===== src/rtl/tmr_pkg.sv =====
package tmr_pkg;
  typedef enum logic [1:0] {
    ROLE_EVCLK     = 2'b00,
    ROLE_GATE      = 2'b01,
    ROLE_TRIG_ONCE = 2'b10,
    ROLE_TRIG_RE   = 2'b11
  } pin_role_e;

  localparam logic [1:0] LOC_CTRL  = 2'd0;
  localparam logic [1:0] LOC_PRESC = 2'd1;
  localparam logic [1:0] LOC_LOAD  = 2'd2;
  localparam logic [1:0] LOC_COUNT = 2'd3;

  localparam int CTRL_GO_BIT  = 0;
  localparam int CTRL_ROLE_LO = 4;
  localparam int PRE_MOD_BIT  = 0;
  localparam int PRE_SRC_BIT  = 1;
  localparam int PRE_DIV_LO   = 2;
  localparam int PRE_DIV_W    = 6;
endpackage


===== src/rtl/tmr_pin_sync.sv =====
module tmr_pin_sync #(
  parameter int STAGES = 2
) (
  input  logic clk,
  input  logic rst,
  input  logic pin,
  output logic lvl,
  output logic fall
);
  logic [STAGES-1:0] sr;
  logic              prev;

  generate
    if (STAGES == 1) begin : g_one
      always_ff @(posedge clk) begin
        if (rst) sr <= '0;
        else     sr <= pin;
      end
    end else begin : g_chain
      always_ff @(posedge clk) begin
        if (rst) sr <= '0;
        else     sr <= {sr[STAGES-2:0], pin};
      end
    end
  endgenerate

  always_ff @(posedge clk) begin
    if (rst) prev <= 1'b0;
    else     prev <= sr[STAGES-1];
  end

  assign lvl  = sr[STAGES-1];
  assign fall = prev & ~sr[STAGES-1];
endmodule


===== src/rtl/tmr_prescale.sv =====
module tmr_prescale #(
  parameter int DIV_W = 6
) (
  input  logic             clk,
  input  logic             rst,
  input  logic             run,
  input  logic             clr,
  input  logic [DIV_W-1:0] div,
  output logic             tick
);
  localparam int LIM_W = DIV_W + 1;

  logic [DIV_W-1:0] cnt;
  logic [LIM_W-1:0] lim;

  always_comb begin
    if (div == '0) lim = LIM_W'(1) << DIV_W;
    else           lim = {1'b0, div};
  end

  assign tick = run && ({1'b0, cnt} == (lim - 1'b1));

  always_ff @(posedge clk) begin
    if (rst)       cnt <= '0;
    else if (clr)  cnt <= '0;
    else if (tick) cnt <= '0;
    else if (run)  cnt <= cnt + 1'b1;
  end
endmodule


===== src/rtl/tmr_regs.sv =====
module tmr_regs
  import tmr_pkg::*;
#(
  parameter int REG_W = 8
) (
  input  logic                 clk,
  input  logic                 rst,
  input  logic                 we,
  input  logic [1:0]           addr,
  input  logic [REG_W-1:0]     wdata,
  input  logic [REG_W-1:0]     count,
  output logic [REG_W-1:0]     ctrl_q,
  output logic [PRE_DIV_W-1:0] div,
  output logic                 clk_int,
  output logic                 modulo,
  output logic [REG_W-1:0]     load_q,
  output logic                 load_go,
  output logic                 go_trig,
  output logic [REG_W-1:0]     rdata
);
  logic [REG_W-1:0] presc_q;

  assign load_go = we && (addr == LOC_CTRL) && wdata[CTRL_GO_BIT];
  // role written together with the go bit decides whether the start waits
  assign go_trig = wdata[CTRL_ROLE_LO+1] && !presc_q[PRE_SRC_BIT];

  assign div     = presc_q[PRE_DIV_LO +: PRE_DIV_W];
  assign clk_int = presc_q[PRE_SRC_BIT];
  assign modulo  = presc_q[PRE_MOD_BIT];

  always_ff @(posedge clk) begin
    if (rst) begin
      ctrl_q  <= '0;
      presc_q <= '0;
      load_q  <= '0;
    end else if (we) begin
      case (addr)
        LOC_CTRL: begin
          ctrl_q              <= wdata;
          ctrl_q[CTRL_GO_BIT] <= 1'b0;
        end
        LOC_PRESC: presc_q <= wdata;
        LOC_LOAD:  load_q  <= wdata;
        default: ;
      endcase
    end
  end

  always_ff @(posedge clk) begin
    if (rst) rdata <= '0;
    else begin
      case (addr)
        LOC_CTRL:  rdata <= ctrl_q;
        LOC_LOAD:  rdata <= load_q;
        LOC_COUNT: rdata <= count;
        default:   rdata <= '0;
      endcase
    end
  end
endmodule


===== src/rtl/tmr_core.sv =====
module tmr_core
  import tmr_pkg::*;
#(
  parameter int CNT_W = 8
) (
  input  logic             clk,
  input  logic             rst,
  input  logic             en,
  input  pin_role_e        role,
  input  logic             clk_int,
  input  logic             modulo,
  input  logic [CNT_W-1:0] load_val,
  input  logic             load_go,
  input  logic             go_trig,
  input  logic             pin_lvl,
  input  logic             pin_fall,
  input  logic             tick,
  output logic             pre_run,
  output logic             pre_clr,
  output logic             active,
  output logic [CNT_W-1:0] count,
  output logic             tc
);
  logic evclk, gate, trig, retrig, start, dec;

  assign evclk  = !clk_int && (role == ROLE_EVCLK);
  assign gate   = !clk_int && (role == ROLE_GATE);
  assign trig   = !clk_int && role[1];
  assign retrig = trig && role[0];

  assign start   = en && trig && pin_fall && (!active || retrig);
  assign pre_run = en && active && !evclk && !(gate && !pin_lvl);
  assign pre_clr = load_go || start;
  assign dec     = en && active && !start && (evclk ? pin_fall : tick);

  always_ff @(posedge clk) begin
    if (rst) begin
      count  <= '0;
      active <= 1'b0;
      tc     <= 1'b0;
    end else begin
      tc <= 1'b0;
      if (load_go) begin
        count  <= load_val;
        active <= !go_trig;
      end else if (start) begin
        count  <= load_val;
        active <= 1'b1;
      end else if (dec) begin
        if (count == CNT_W'(1)) begin
          tc <= 1'b1;
          if (modulo) count <= load_val;
          else begin
            count  <= '0;
            active <= 1'b0;
          end
        end else begin
          count <= count - 1'b1;
        end
      end
    end
  end
endmodule


===== src/rtl/tmr_pin_ctrl.sv =====
module tmr_pin_ctrl
  import tmr_pkg::*;
#(
  parameter int REG_W       = 8,
  parameter int SYNC_STAGES = 2
) (
  input  logic             clk,
  input  logic             rst,
  input  logic             pin_in,
  input  logic             cnt_en,
  input  logic             reg_we,
  input  logic [1:0]       reg_addr,
  input  logic [REG_W-1:0] reg_wdata,
  output logic [REG_W-1:0] reg_rdata,
  output logic             tc_o,
  output logic             irq_o
);
  logic                 pin_lvl, pin_fall;
  logic [REG_W-1:0]     ctrl_q, load_q, cnt_q;
  logic [PRE_DIV_W-1:0] div;
  logic                 clk_int, modulo, load_go, go_trig;
  logic                 pre_run, pre_clr, tick, active;
  pin_role_e            role;

  tmr_pin_sync #(.STAGES(SYNC_STAGES)) u_sync (
    .clk(clk), .rst(rst), .pin(pin_in), .lvl(pin_lvl), .fall(pin_fall)
  );

  tmr_regs #(.REG_W(REG_W)) u_regs (
    .clk(clk), .rst(rst), .we(reg_we), .addr(reg_addr), .wdata(reg_wdata),
    .count(cnt_q), .ctrl_q(ctrl_q), .div(div), .clk_int(clk_int),
    .modulo(modulo), .load_q(load_q), .load_go(load_go), .go_trig(go_trig),
    .rdata(reg_rdata)
  );

  assign role = pin_role_e'(ctrl_q[CTRL_ROLE_LO +: 2]);

  tmr_prescale #(.DIV_W(PRE_DIV_W)) u_pre (
    .clk(clk), .rst(rst), .run(pre_run), .clr(pre_clr), .div(div), .tick(tick)
  );

  tmr_core #(.CNT_W(REG_W)) u_core (
    .clk(clk), .rst(rst), .en(cnt_en), .role(role), .clk_int(clk_int),
    .modulo(modulo), .load_val(load_q), .load_go(load_go), .go_trig(go_trig),
    .pin_lvl(pin_lvl), .pin_fall(pin_fall), .tick(tick), .pre_run(pre_run),
    .pre_clr(pre_clr), .active(active), .count(cnt_q), .tc(tc_o)
  );

  always_ff @(posedge clk) begin
    if (rst) irq_o <= 1'b0;
    else     irq_o <= pin_fall;
  end
endmodule


===== config.mk =====
export PLATFORM = sky130hd
export DESIGN_NAME = tmr_pin_ctrl
export DESIGN_NICKNAME = d
export VERILOG_FILES = /design/src/rtl/tmr_pkg.sv /design/src/rtl/tmr_pin_sync.sv /design/src/rtl/tmr_prescale.sv /design/src/rtl/tmr_regs.sv /design/src/rtl/tmr_core.sv /design/src/rtl/tmr_pin_ctrl.sv
export SDC_FILE = /design/constraint.sdc
export NUM_CORES = 1
export LEC_CHECK = 0
export BUFFER_PORTS_ARGS = -buffer_cell sky130_fd_sc_hd__buf_2
export CAP_MARGIN = 15
export CORE_MARGIN = 2
export CORE_UTILIZATION = 55
export CTS_BUF_LIST = sky130_fd_sc_hd__clkbuf_4
export DETAILED_ROUTE_END_ITERATION = 12
export PLACE_DENSITY = 0.85
export SLEW_MARGIN = 10
export SYNTH_ARGS = -nofsm -noshare
export SYNTH_HDL_FRONTEND = slang
export SYNTH_SLANG_ARGS = --single-unit

===== constraint.sdc =====
create_clock -name clk -period 6.4 [get_ports clk]
set_clock_uncertainty 0.2 [all_clocks]
set_input_delay 0.32 -clock clk [delete_from_list [all_inputs] [get_ports clk]]
set_output_delay 0.32 -clock clk [all_outputs]
set_load 0.05 [all_outputs]

==> results.cfg, run 1 <==
[synthesis]
ys_ff_latch = 51
syn-mean-instance-area_um2 = 9.42
yosys_warnings = 0
seq_area_frac_synth = 0.385
ys_types = 60
syn_nets = 302
mappedNetlistArea_um2 = 2660
ys.flop_type = dfxtp_1
async_flop_share = 0
synthCells = 282
yosysTopAreaCellShare = 0.385
synth-edff-count = 0
yosys.area.top_type = dfxtp_1
yosys-top-cells-area = dfxtp_1 38%, mux2i_1 6.4%, nor2_1 6.4%

[drt]
drtIter0Drc = 164
routed_wl_um = 5650
vias = 2089
wire_per_inst_um = 15.9
avgViaCountPerCell = 5.87
first_pass_iters = 4
drc = 0
antenna_left = 0

[cts]
cts_setup_buffers = 0
clockBufferDepth = 2
cts-root-buf = clkbuf_4
cts_sinks = 51
path_clk_slew_ns = 0.15
cts_tree = built
htreeDepth = 2
ctsResizeCount = 0
clock_latency_ns = 0.39
cts_buffers = 5

[final_layout]
area_growth_pct = 7.54
final_nets = 321
drive_above_1_share = 0.212
final_common_cell = dfxtp_1
final_area_um2 = 2860
final_cell_mix = 51 x dfxtp_1, 45 x nor2_1, 24 x buf_2
num_antenna_cells = 0
fillers = 395
fin_util = 0.609
final_cell_count_no_fill = 356

[floorplan]
die_y_um = 73.5
num_rows = 25
ios = 25
start_util = 0.566
core_um2 = 4690
die_w_um = 73.5
die-area_um2 = 5400

[power_and_ir_drop]
max-vdd-ir-drop_v = 0.000157
finalPower_mw = 0.571
p_leak_nw = 1.24
power_density_nw_per_um2 = 200

[sta]
slew_viol_final = 0
slew_headroom = 0.391
finalCriticalPeriod_ns = 2.77
hold_viol_final = 1
tns_ns = 0
timing.fmax_mhz = 360
tightest_slew_ns = 0.913
setup_violations = 0
whs_ns = -0.00361
rsz0062_at_grt = no
fin_crit_sh = 0.433
timing.final.ws_setup_ns = 3.63

[placement]
pre_cts_slack_ns = 3.68
io_buffers = 24
hpwlAfterDp_um = 4040
place_area_um2 = 2770
dp_cells = 345
routabilityCongestion = 0.837

[outcome]
outcome = finished, violations left
violations = negative hold slack

[grt]
grtUsageTotal = 0.219
antenna_found_initial = 0
grt_pass1_vias = 1944
grt_overflow = 0
grt_max_degree = 55
grt_pass1_wl_um = 9140

[run]
maxCapViolCount = 0

[worst_setup_path]
critPathRequiredTime_ns = 6.48
endpoint_kind = register
reg2reg_slack_ns = 3.63
worstSetupPathType = reg2reg
start_kind = register
crit_arrival_ns = 2.85
critPathMaxFanout = 8

[hold_path]
min_path_type = in2reg
[what timing repair did]
action | CTS | global route
setup endpoints to repair | 0 | 0
hold buffers | 3 | 0
hold endpoints to repair | 3 | 0
[routing by layer]
| metal | vias up | share of wire | global-route usage | wire length [um] |
|---|---|---|---|---|
| li1 | 1029 | - | - | - |
| met1 | 982 | 0.47 | 0.299 | 2630 |
| met2 | 65 | 0.46 | 0.343 | 2580 |
| met3 | 13 | 0.053 | 0.0357 | 302 |
| met4 | 0 | 0.024 | 0.0949 | 136 |
| met5 | - | 0 | 0 | 0 |
[synthesized netlist by cell type, drive strengths merged, types with 2 or more instances]
master and n:
a211oi 2, and4bb 2, clkbuf 9, nor2 45, ha 5, a21oi 12, nand2 22, o21bai 2
mux2i 17, buf 6, and2b 5, nand2b 3, nor2b 4, o311ai 2, nor4 2, nand3b 3
inv 9, xor2 7, nand4 2, xnor2 9, dfxtp 51, mux2 14, o211ai 2, a311oi 2
nor3b 5, a22oi 13, nor3 2, nand3 2, o21ai 3, a31o 2
[final timing paths]
kind / cells past startpoint / from / endpoint
worst min register to register: 1 / u_sync.sr[0] / u_sync.sr[1]
worst min-delay path: 3 / reg_wdata[6] / u_regs.ctrl_q[6]
worst max-delay path: 8 / u_regs.presc_q[2] / u_core.count[5]
worst max register to register: 8 / u_regs.presc_q[2] / u_core.count[5]
[registers in the layout, summed over array words and instances (netlist names)]
name and flops:
u_regs.ctrl_q 7, u_regs.rdata 8, irq_o 1, u_core.count 8, u_regs.load_q 8, u_sync.sr 2, u_sync.prev 1, u_core.tc 1
u_pre.cnt 6, u_regs.presc_q 8, u_core.active 1
[worst max-delay path, stage by stage, from the launching register on]
cell and delay, ns:
dfxtp_1 0.48, inv_1 0.10, ha_1 0.27, xor2_1 0.18
a311oi_1 0.46, o311ai_4 0.20, nor3b_4 0.30, a21oi_4 0.16
mux2_4 0.32
[kinds of logic (layout without fill, tap and decap cells)]
family | Yosys count | count (layout) | share of synthesized area
muxes | 31 | 31 | 0.133
adders and majority gates | 5 | 5 | 0.0236
xor gates and xnor gates | 16 | 16 | 0.0556
DFF | 51 | 51 | 0.385
AOI/OAI and AO/OA | 50 | 50 | 0.153
and+or+nand+nor | 105 | 105 | 0.209
buffers and inverters | 24 | 44 | 0.0410
[report_power, final]
part | total, mW | switching, mW | internal, mW
logic | 0.0869 | 0.0487 | 0.0382
registers | 0.337 | 0.0102 | 0.327
clock network | 0.147 | 0.105 | 0.0423
[area by class of cell]
cell class,count,area (um2),area share
Inverter,9,33.8,0.0118
Clock buffer,5,37.5,0.0131
Tap cell,54,67.6,0.0237
Timing Repair Buffer,27,150,0.0526
Clock inverter,3,20.0,0.00701
Sequential cell,51,1020,0.358
Multi-Input combinational cell,207,1530,0.534
Power figures use the tool's default switching activity.
==> run 2, diff against run 1 <==
- clock period: 6.4 -> 2.73 ns (I/O delays scaled with it)
==> results.cfg, run 2 (synthesized netlist as in run 1, its figures left out) <==
[worst_setup_path]
endpoint_kind = register
reg2reg_to = u_core.count[0]
critPathLaunch = u_regs.presc_q[3]
rr_startpoint = u_regs.presc_q[3]
critPathRequiredTime_ns = 2.79
critPathMaxFanout = 8
critical_path.endpoint = u_core.count[0]
reg2reg_depth = 8
crit_arrival_ns = 2.64
reg2reg_slack_ns = 0.15
worstSetupPathType = reg2reg
start_kind = register

[cts]
path_clk_slew_ns = 0.14
htreeDepth = 2
cts_buffers = 5
cts_tree = built
cts_sinks = 51
clockBufferDepth = 2
cts-root-buf = clkbuf_4
clock_latency_ns = 0.37

[final_layout]
final_cell_count_no_fill = 365
area_growth_pct = 11.0
drive_above_1_share = 0.215
final_common_cell = dfxtp_1
final_nets = 330
fillers = 379
num_antenna_cells = 0
multi_input_area_um2 = 1530
fin_util = 0.628
final_cell_mix = 51 x dfxtp_1, 45 x nor2_1, 24 x buf_2
regArea_um2 = 1020

[sta]
timing.fmax_mhz = 388
setup_violations = 0
tightest_slew_ns = 0.611
finalCriticalPeriod_ns = 2.58
slew_headroom = 0.592
fin_crit_sh = 0.945
hold_viol_final = 0
slew_viol_final = 0
tns_ns = 0
rsz0062_at_grt = no

[power_and_ir_drop]
p_clk_frac = 0.255
p_leak_nw = 1.29
combPwrFrac = 0.159
internal-power_mw = 0.973
pwr-share-seq = 0.586
p_sw_mw = 0.372
power_density_nw_per_um2 = 457
switching_share = 0.276
max-vdd-ir-drop_v = 0.000305

[floorplan]
num_rows = 25
die_w_um = 73.5
core_um2 = 4690
die_y_um = 73.5
die-area_um2 = 5400
start_util = 0.566
ios = 25

[placement]
routabilityCongestion = 0.812
hpwlAfterDp_um = 3900
io_buffers = 24
dp_cells = 347

[run]
maxCapViolCount = 0

[drt]
avgViaCountPerCell = 5.81
routed_wl_um = 5610
drtIter0Drc = 139
drc = 0
vias = 2120
antenna_left = 0
first_pass_iters = 4
wire_per_inst_um = 15.4

[grt]
grtUsageTotal = 0.223
grt_pass1_vias = 1992
antenna_found_initial = 0
grt_overflow = 0
grt_pass1_wl_um = 9270
grt_max_degree = 38

[outcome]
outcome = finished clean

[hold_path]
min_path_type = in2reg
[run 2: final cells by class]
class / count / area share
clock buffer: 6 / 0.0153
clock inverter: 2 / 0.00425
inverter: 9 / 0.0115
multi-input combinational: 207 / 0.520
sequential: 51 / 0.346
tap: 54 / 0.0229
timing repair buffer: 36 / 0.0798
[run 2: worst min path at each step]
stage          cells after the start        start              end  slack, ns
6_report                           3  reg_addr[0]  u_regs.rdata[0]      0.006
4_1_cts                            3  reg_addr[0]  u_regs.rdata[0]      0.004
3_5_place_dp                       2       pin_in     u_sync.sr[0]       0.17
3_3_place_gp                       2       pin_in     u_sync.sr[0]       0.16
5_1_grt                            3  reg_addr[0]  u_regs.rdata[0]       0.02
2_1_floorplan                      1       pin_in     u_sync.sr[0]       0.06
[run 2: routing by layer]
layer  wire length (um)  GRT usage  up-vias
met5                  0          0        -
met4                127     0.0949        0
met3                221     0.0466       11
met2               2670      0.350       58
met1               2590      0.297      999
li1                   -          -     1052
[run 2: power groups by stage]
stage / Sequential (mW) / Combinational (mW) / Clock (mW)
3_3_place_gp: 0.803 / 0.193 / 0
2_1_floorplan: 0.804 / 0.152 / 0
3_5_place_dp: 0.803 / 0.199 / 0
5_1_grt: 0.792 / 0.235 / 0.371
4_1_cts: 0.787 / 0.210 / 0.351
6_report: 0.788 / 0.214 / 0.344
[run 2: through the flow]
stage / worst slack, ns / hold WS [ns] / cell area [um2] / total power [mW]
2_1_floorplan: 0.258 / 0.0647 / 2660 / 0.956
4_1_cts: 0.0699 / 0.00447 / 2940 / 1.35
3_3_place_gp: 0.193 / 0.158 / 2780 / 0.996
3_5_place_dp: 0.0952 / 0.169 / 2780 / 1.00
6_report: 0.151 / 0.00602 / 2950 / 1.35
5_1_grt: 0.00377 / 0.0244 / 2950 / 1.40
[run 2: worst max-delay path, stage by stage (launching register included)]
cell and delay (ns):
dfxtp_1 0.38, inv_1 0.10, ha_1 0.26, nand4bb_1 0.14
a211oi_1 0.43, o311ai_4 0.19, nor3b_4 0.29, a21oi_4 0.16
mux2_4 0.32
[run 2: timing repair]
action / CTS / global route
setup buffers: 0 / 0
endpoints found under the hold margin: 33 / 0
setup endpoints to repair: 0 / 8
resized for setup: 0 / 1
hold buffers: 10 / 0
==> run 3, diff against run 2 <==
- PLACE_DENSITY: 0.85 -> 0.75
==> results.cfg, run 3 (synthesized netlist as in run 1, its figures left out) <==
[final_layout]
final_cell_mix = 51 x dfxtp_1, 45 x nor2_1, 24 x buf_2
fin_util = 0.640
final_cell_count_no_fill = 366
final_nets = 331
num_antenna_cells = 0
final_common_cell = dfxtp_1
area_growth_pct = 13.1
drive_above_1_share = 0.221
final_area_um2 = 3000

[hold_path]
min_path_type = in2reg
worstHoldStart = reg_addr[0]
holdPathEnd = u_regs.rdata[0]
min_path_cells = 3

[worst_setup_path]
start_kind = register
rr_startpoint = u_regs.presc_q[3]
worstSetupPathType = reg2reg
reg2reg_to = u_core.count[5]
critPathRequiredTime_ns = 2.80
crit_arrival_ns = 2.62
critPathMaxFanout = 8
reg2reg_slack_ns = 0.18
reg2reg_depth = 8
endpoint_kind = register

[drt]
drc = 0
routed_wl_um = 5600
wire_per_inst_um = 15.3
antenna_left = 0
drtIter0Drc = 75
first_pass_iters = 5
avgViaCountPerCell = 5.68
vias = 2078

[floorplan]
die_y_um = 73.5
start_util = 0.566
die_w_um = 73.5
ios = 25
num_rows = 25
core_um2 = 4690
die-area_um2 = 5400

[grt]
grtUsageTotal = 0.225
antenna_found_initial = 0
grt_max_degree = 39
grt_overflow = 0
grt_pass1_vias = 2010
grt_pass1_wl_um = 9490

[cts]
cts-root-buf = clkbuf_4
clockBufferDepth = 2
cts_tree = built
cts_buffers = 5
path_clk_slew_ns = 0.15
clock_latency_ns = 0.37
cts_sinks = 51
htreeDepth = 2

[power_and_ir_drop]
finalPower_mw = 1.53
p_leak_nw = 1.31
power_density_nw_per_um2 = 509
max-vdd-ir-drop_v = 0.000293

[sta]
timing.final.ws_setup_ns = 0.181
setup_violations = 0
timing.fmax_mhz = 392
fin_crit_sh = 0.934
whs_ns = 0.0183
finalCriticalPeriod_ns = 2.55
slew_headroom = 0.563
tns_ns = 0
hold_viol_final = 0
tightest_slew_ns = 0.655
rsz0062_at_grt = no
slew_viol_final = 0

[placement]
routabilityCongestion = 0.861
io_buffers = 24
dp_cells = 348
pre_cts_slack_ns = 0.115
hpwlAfterDp_um = 4080
place_area_um2 = 2790

[outcome]
outcome = finished clean

[run]
maxCapViolCount = 0
[run 3: cell count changes in the layout (fill, tap and decap cells not counted), sizes merged]
cell	before	now
clkinv	2	0
buf	26	27
bufinv	0	2
clkbuf	6	5
clkinvlp	0	1
[run 3: where the power goes]
part,switching [mW],total (mW),internal (mW)
Combinational,0.115,0.213,0.0982
Clock,0.241,0.526,0.285
Sequential,0.0225,0.788,0.766
[run 3: worst max path at each step]
stage | start | end | depth (start not counted)
6_report | u_regs.presc_q[3] | u_core.count[5] | 8
5_1_grt | u_regs.presc_q[3] | u_core.count[5] | 8
4_1_cts | u_regs.presc_q[3] | u_core.count[5] | 8
3_5_place_dp | u_regs.presc_q[3] | u_core.count[0] | 8
3_3_place_gp | u_regs.presc_q[3] | u_core.count[7] | 8
2_1_floorplan | u_regs.presc_q[2] | u_core.count[0] | 9
[run 3: worst max-delay path, stage by stage (launching register included)]
cell and delay, ns:
dfxtp_1 0.44, inv_1 0.09, ha_1 0.25, xor2_1 0.19, a311oi_2 0.34, o311ai_4 0.17
nor3b_4 0.28, a21oi_4 0.16, mux2_4 0.32
[run 3: layout make-up]
class	instances	area, um2
flip-flops and latches	51	1020
repair buffers	37	243
clock buffers	5	37.5
clock inverters	3	67.6
inverters	9	33.8
well taps	54	67.6
multi-input cells	207	1530
fillers	402	1690
[run 3: per-layer routing]
layer	global-route usage	share of wire	up-vias
li1	-	-	1047
met1	0.315	0.49	981
met2	0.359	0.46	41
met3	0.0453	0.039	9
met4	0.0485	0.012	0
met5	0	0	-
[run 3: timing repair]
action / in CTS / in global routing
gates resized for setup: 0 / 1
hold buffers: 10 / 0
endpoints found under the setup margin: 0 / 5
hold endpoints to repair: 33 / 0
buffers inserted: 0 / 0
